**config.mk**
```make
export PLATFORM = sky130hd
export DESIGN_NAME = pal_array
export DESIGN_NICKNAME = d
export VERILOG_FILES = /design/src/rtl/pal_pkg.sv /design/src/rtl/pal_cfg_reg.sv /design/src/rtl/pal_and_plane.sv /design/src/rtl/pal_or_plane.sv /design/src/rtl/pal_array.sv
export SDC_FILE = /design/constraint.sdc
export NUM_CORES = 1
export LEC_CHECK = 0
export ABC_AREA = 1
export BUFFER_PORTS_ARGS = -buffer_cell sky130_fd_sc_hd__buf_2
export CORE_AREA = 5 5 42 44
export DETAILED_ROUTE_END_ITERATION = 8
export DIE_AREA = 0 0 47 49
export GPL_TIMING_DRIVEN = 0
export PLACE_DENSITY_LB_ADDON = 0.1
export SYNTH_ARGS = -nofsm -noshare
export SYNTH_HDL_FRONTEND = slang
export SYNTH_SLANG_ARGS = --single-unit
```
**constraint.sdc**
```tcl
create_clock -name clk -period 1.6 [get_ports clk]
set_input_delay 0.24 -clock clk [delete_from_list [all_inputs] [get_ports clk]]
set_output_delay 0.24 -clock clk [all_outputs]
set_load 0.005 [all_outputs]
```
**src/rtl/pal_pkg.sv**
```systemverilog
package pal_pkg;

    typedef enum logic {
        POL_TRUE = 1'b0,
        POL_COMP = 1'b1
    } lit_pol_e;

    // Position of a literal inside one term's connect group
    function automatic int lit_index(input int in_idx, input lit_pol_e pol);
        return 2 * in_idx + ((pol == POL_COMP) ? 1 : 0);
    endfunction

endpackage

```
**src/rtl/pal_cfg_reg.sv**
```systemverilog
module pal_cfg_reg #(
    parameter int CFG_W = 12
) (
    input  logic             clk,
    input  logic             rst_n,
    input  logic             we,
    input  logic [CFG_W-1:0] d,
    output logic [CFG_W-1:0] q
);

    always_ff @(posedge clk or negedge rst_n) begin
        if (!rst_n) begin
            q <= '0;
        end else if (we) begin
            q <= d;
        end
    end

    assert_load_R8: assert property (@(posedge clk) disable iff (!rst_n)
        we |=> (q == $past(d)));

    assert_hold_R2: assert property (@(posedge clk) disable iff (!rst_n)
        !we |=> $stable(q));

endmodule

```
**src/rtl/pal_and_plane.sv**
```systemverilog
module pal_and_plane
    import pal_pkg::*;
#(
    parameter int N_IN = 2,
    parameter int N_PT = 3
) (
    input  logic [N_PT*2*N_IN-1:0] cfg,
    input  logic [N_IN-1:0]        din,
    output logic [N_PT-1:0]        pt
);

    localparam int N_LIT = 2 * N_IN;

    logic [N_LIT-1:0] lits;

    for (genvar i = 0; i < N_IN; i++) begin : g_lit
        assign lits[lit_index(i, POL_TRUE)] = din[i];
        assign lits[lit_index(i, POL_COMP)] = ~din[i];
    end

    // An open switch lets its line float high, so it cannot pull the AND low.
    for (genvar t = 0; t < N_PT; t++) begin : g_term
        assign pt[t] = &(lits | ~cfg[t*N_LIT +: N_LIT]);
    end

endmodule

```
**src/rtl/pal_or_plane.sv**
```systemverilog
module pal_or_plane #(
    parameter int N_PT = 3
) (
    input  logic [N_PT-1:0] pt,
    output logic [N_PT-2:0] z
);

    // Fixed wiring: each output joins neighbouring terms.
    for (genvar k = 0; k < N_PT - 1; k++) begin : g_sum
        assign z[k] = pt[k] | pt[k+1];
    end

endmodule

```
**src/rtl/pal_array.sv**
```systemverilog
module pal_array #(
    parameter int N_IN = 2,
    parameter int N_PT = 3
) (
    input  logic                   clk,
    input  logic                   rst_n,
    input  logic                   cfg_we,
    input  logic [N_PT*2*N_IN-1:0] cfg_data,
    input  logic [N_IN-1:0]        din,
    output logic [N_PT-2:0]        z_out
);

    localparam int N_LIT = 2 * N_IN;
    localparam int CFG_W = N_PT * N_LIT;

    logic [CFG_W-1:0] cfg_q;
    logic [N_PT-1:0]  pt;

    pal_cfg_reg #(.CFG_W(CFG_W)) u_cfg (
        .clk  (clk),
        .rst_n(rst_n),
        .we   (cfg_we),
        .d    (cfg_data),
        .q    (cfg_q)
    );

    pal_and_plane #(.N_IN(N_IN), .N_PT(N_PT)) u_and (
        .cfg(cfg_q),
        .din(din),
        .pt (pt)
    );

    pal_or_plane #(.N_PT(N_PT)) u_or (
        .pt(pt),
        .z (z_out)
    );

    for (genvar t = 0; t < N_PT; t++) begin : g_chk
        assert_empty_term_R4: assert property (@(posedge clk) disable iff (!rst_n)
            (cfg_q[t*N_LIT +: N_LIT] == '0) |-> pt[t]);
        for (genvar i = 0; i < N_IN; i++) begin : g_in
            assert_contra_R5: assert property (@(posedge clk) disable iff (!rst_n)
                (cfg_q[t*N_LIT + 2*i] && cfg_q[t*N_LIT + 2*i + 1]) |-> !pt[t]);
            assert_true_lit_R3: assert property (@(posedge clk) disable iff (!rst_n)
                (cfg_q[t*N_LIT + 2*i] && !din[i]) |-> !pt[t]);
        end
    end

    assert_shared_R6: assert property (@(posedge clk) disable iff (!rst_n)
        pt[1] |-> (z_out[0] && z_out[N_PT-2]));

    assert_low_out_R6: assert property (@(posedge clk) disable iff (!rst_n)
        (!pt[0] && !pt[1]) |-> !z_out[0]);

endmodule

```
; ---- Word-level counts from Yosys, hierarchy flattened
; Cells that the tools add are included.
[word_totals]
regBits = 12
wordCells = 14
[op_classes]
reduce_logical = 3
n_bitwise = 10
[op_table]
columns = op, n
row1 = $not A4 Y4, 3
row2 = $or A4 B4 Y4, 3
row3 = $reduce_and A4 Y1, 3
row4 = $not A1 Y1, 2
row5 = $or A1 B1 Y1, 2

; ---- Longest topological paths before layout
[logic_depth]
word_depth = 4
depth_mapped = 5

; ---- Modules after synthesis
; Synthesis repeated with hierarchy kept, for this count alone.
[hier_totals]
hier_cells = 79
area_unflattened_um2 = 563.0
[by_module_without_submodules]
columns = module, area_per_inst_um2, seq_area_each_um2, cells_each, n_inst
row1 = pal_cfg_reg, 457.9, 300.3, 51, 1
row2 = pal_and_plane, 86.3, 0.0, 23, 1
row3 = pal_or_plane, 18.8, 0.0, 5, 1

; ---- Worst setup path before layout
; Ideal clock, no wire load.
[synth_timing]
path_type = reg-to-output
start = register u_cfg.q[8]
end = output port z_out[1]
setup_slack_ns = 0.759
required_ns = 1.360
t_arrival_ns = 0.601
path_buffers = 0
stages_incl_launch_ff = 6
cell_sequence = dfrtp_1 > inv_1 > nand2_1 > nand2_1 > nand2_1 > nand2_1
[synth_via]
elab_chain_len = 4
[synth_rtl]
columns = element, line
row1 = from (decl), pal_cfg_reg.sv:8  ; output logic [CFG_W-1:0] q
row2 = from (signal assigned), pal_cfg_reg.sv:13  ; q <= '0;
row3 = from (signal assigned), pal_cfg_reg.sv:15  ; q <= d;
row4 = $not A4 Y4, pal_and_plane.sv:23  ; assign pt[t] = &(lits | ~cfg[t*N_LIT +: N_LIT]);
row5 = $or A4 B4 Y4, pal_and_plane.sv:23
row6 = $reduce_and A4 Y1, pal_and_plane.sv:23
row7 = $or A1 B1 Y1, pal_or_plane.sv:10  ; assign z[k] = pt[k] | pt[k+1];
row8 = to (decl), pal_array.sv:10  ; output logic [N_PT-2:0] z_out
; No other way between the ends.

; ---- Worst setup path in the final report
[layout_timing]
start = register u_cfg.q[7]
end = output port z_out[1]
; Same word-level chain as after synthesis.

==> results by stage <==
Synthesis:
- The area fraction in and, or, nand and nor cells after synthesis is 23.0%.
- In this run, synthesis produced a sequential element count of 12.
- The largest family of logic cells by synthesized area is simple AND/OR/NAND/NOR gates.
- The synthesized netlist net count is between 90 and 100.
- The netlist uses 6 different library cells.
- Summing the areas of all xor and xnor instances in the mapped netlist gives 0% of the synthesized area.
- Dividing the synthesized area by the synthesized cell count gives roughly 7.6 sq um.
- The adder-cell area share of the yosys netlist is 0%.
- Summing the sequential cell areas from Yosys gives between 50% and 60% of the chip area.
- After synthesis the cells add up to between 500 and 600 sq um.
- The number of warnings reported in the yosys synthesis log is 0.
- Synthesis produced a netlist whose cell count is between 70 and 80.
- The post-synthesis compound-gate area fraction is roughly 11%.
- In the synthesized netlist, mux cells make up 0% of the area.

Layout:
- The register with the most flip-flops in the layout has 12 of them.
- For this run, the share of the core covered by cells in the final layout is slightly above 50%.
- Leaving out fill and tap cells, the most frequent cells in the layout are nand2_1, buf_2, inv_1.
- The cell area after layout is approximately 730 sq um.
- Of the cells placed in the final design, the portion with a size suffix greater than 1 is 25.5%.
- u_cfg.q holds more flip-flops than any other register.
- The finished layout holds roughly 110 standard cells, fillers aside.
- Leaving out fill and tap cells, the most frequent cell in the layout is nand2_1.
- The number of antenna diodes in the final layout is 0.
- Relative to the synthesized area, the layout overhead comes to 27.4%.
- In the final layout, the registers with the most flip-flops are u_cfg.q (12).
- The final net count is 116.

STA:
- The worst path uses about 80% of the clock period.
- The max-slew violation total from the final report is 0.
- The sum of negative setup slack is 0 ns.
- The final hold violation count came to 0.
- For the pin with the worst max-slew slack, the measured transition is about 0.28 ns.
- The worst path in the final design needs a cycle of about 1.3 ns, including I/O delays and setup.
- In this run the tightest slew margin relative to its limit is 81.3%.
- The setup slack of the critical path after layout is around 0.32 ns.
- Setup repair after global routing left no endpoint under its margin.
- The setup clock skew after layout is 0 ns.
- For this run, the top clock speed supported by timing is 781 MHz.
- The final-report setup violation count is 0.

Worst hold path:
- The worst hold path begins at cfg_data[8].
- In this run the worst hold path is classified as in -> reg.

Detailed routing:
- The post-detailed-route count of antenna-violating nets is 0.
- The total wire length after detailed routing is between 1000 and 1500 um.
- Dividing the detail-routed via count by the number of cells gives 4.40.
- In this run, the number of DRC markers left after iteration 0 of detailed routing was 5.
- Detailed routing inserted a total of about 500 vias.
- The number of detailed-route iterations in the first pass is 4.
- The remaining routing DRC violations is 0.
- In the final routed layout, each cell accounts on average for roughly 11 um.

GRT:
- The via count of the first global-routing pass is between 400 and 500.
- Entering global routing, the biggest net connects 13 pins.
- For this run, the total global-route usage over all layers was measured as 12.4%.
- The number of antenna violations at the first check in global routing is 0.
- The first global-routing pass estimated 1950 um of wire.
- The total grt overflow is 0.

Power and ir drop:
- In this run, the combinational gates consume between 10% and 20% of the power.
- Power spread over the standard cell area amounts to 955 nW/um^2.
- The sequential share of power is around half.
- The clock network burns a little over a third of the power.
- The internal power of the cells totals around 520 uW.
- The switching component of the power is ~180 uW.
- Net switching is between 20% and 30% of the power.
- In this run the static leakage power is 0.431 nW.
- The worst vdd rail ir drop is about 510 uV.

Floorplan:
- The die area is roughly 2300 sq um.
- The I/O pin count is 19.
- The starting density of the core is 40.7%.
- The number of core rows is 14.
- The core outline area is 1400 sq um.
- The die outline height is 49 um.
- The floorplan die width is 47 um.

Placed design:
- In this run, placement finished with an instance count of between 100 and 150.
- The final weighted congestion in routability-driven placement is roughly 0.74.
- The post-placement worst setup slack is around 0.57 ns.
- The placed wire-length estimate is roughly 930 um.
- The standard cell area after detailed placement is 681 sq um.
- The count of input and output buffers is 18.

Clocking:
- Clock-pin slew was measured on the worst setup and hold paths at about 0.08 ns.
- Post-CTS timing repair inserted 0 buffers for setup.
- The total CTS buffers is 3.
- The clock tree root buffer cell is clkbuf_4.
- The latest clock arrival within the worst-skew pair is around 0.28 ns.
- The maximum clock insertion buffer count is 2.
- The TritonCTS clock tree is built.
- The number of sinks on the clock net is 12.
- The H-tree depth is 1.

Setup path:
- The type of element capturing the critical path is an output port.
- The worst setup path is of the reg -> out kind.
- The data required time at the worst endpoint is roughly 1.4 ns.
- In this run the worst path has a maximum fanout of 2.
- The origin of the critical flop-to-flop path is u_cfg.q[9].
- The worst setup path is launched from a flop.
- The critical path starts at u_cfg.q[7].
- Data on the critical path arrives at its endpoint at 1.04 ns.

Run:
- The max-cap violation count is 0.

Status:
- The flow ran to the end, and the final reports show no timing, DRC or antenna violations.
power groups by stage:
stage / logic (mW) / clock network [mW] / registers (mW)
2_1_floorplan: 0.0643 / 0 / 0.341
3_3_place_gp: 0.112 / 0 / 0.342
3_5_place_dp: 0.114 / 0 / 0.343
4_1_cts: 0.117 / 0.259 / 0.337
5_1_grt: 0.133 / 0.277 / 0.338
6_report: 0.114 / 0.244 / 0.336
kinds of logic (layout without fill, tap and decap cells):
kind of cell           after synthesis  after routing
AOI/OAI and AO/OA                   12             12
DFF                                 12             12
and+or+nand+nor                     35             35
buffers and inverters               16             39
layout make-up:
cell class                 count  area, sq um
tap                           16         20.0
multi-input combinational     47          195
fill                         161          674
timing repair buffer          19          100
buffer                         2         22.5
sequential                    12          300
inverter                      14         52.6
clock buffer                   4         36.3
final timing paths:
path | slack, ns | end | depth (start not counted)
worst max-delay path | 0.32 | z_out[1] | 6
worst min-delay path | 0.17 | u_cfg.q[8] | 3
worst max register to register | 0.96 | u_cfg.q[9] | 2
worst min register to register | 0.51 | u_cfg.q[8] | 2
max in group asynchronous | 1.02 | u_cfg.q[3] | 2
min in group asynchronous | 0.36 | u_cfg.q[8] | 2
synth_stat cells (all sizes together):
master  number  area (sq um)
nand2       35           131
inv         14          52.6
dfrtp       12           300
o21ai       12          63.8
buf          2          22.5
critical path, cell delays in order, from the launching register on:
cell     delay, ns
dfrtp_1       0.36
inv_1         0.07
nand2_1       0.05
nand2_1       0.06
nand2_1       0.06
nand2_1       0.06
buf_2         0.10
metrics by stage:
step	hold slack [ns]	power, mW
2_1_floorplan	-0.0556	0.405
3_3_place_gp	0.131	0.454
3_5_place_dp	0.136	0.457
4_1_cts	0.151	0.713
5_1_grt	0.152	0.749
6_report	0.166	0.695
routing by layer:
layer  GRT usage (%)  vias to the layer above  routed length [um]
li1                -                      269                   -
met1            15.1                      210                 531
met2            16.5                       18                 552
met3            3.69                        5                 109
met4            11.1                        0                  48
met5               0                        -                   0
what timing repair did:
action	4_1_cts	5_1_grt
gates resized for setup	0	0
hold endpoints to repair	12	0
hold buffers	1	0
Note: power is estimated with default switching activity, not from simulation.
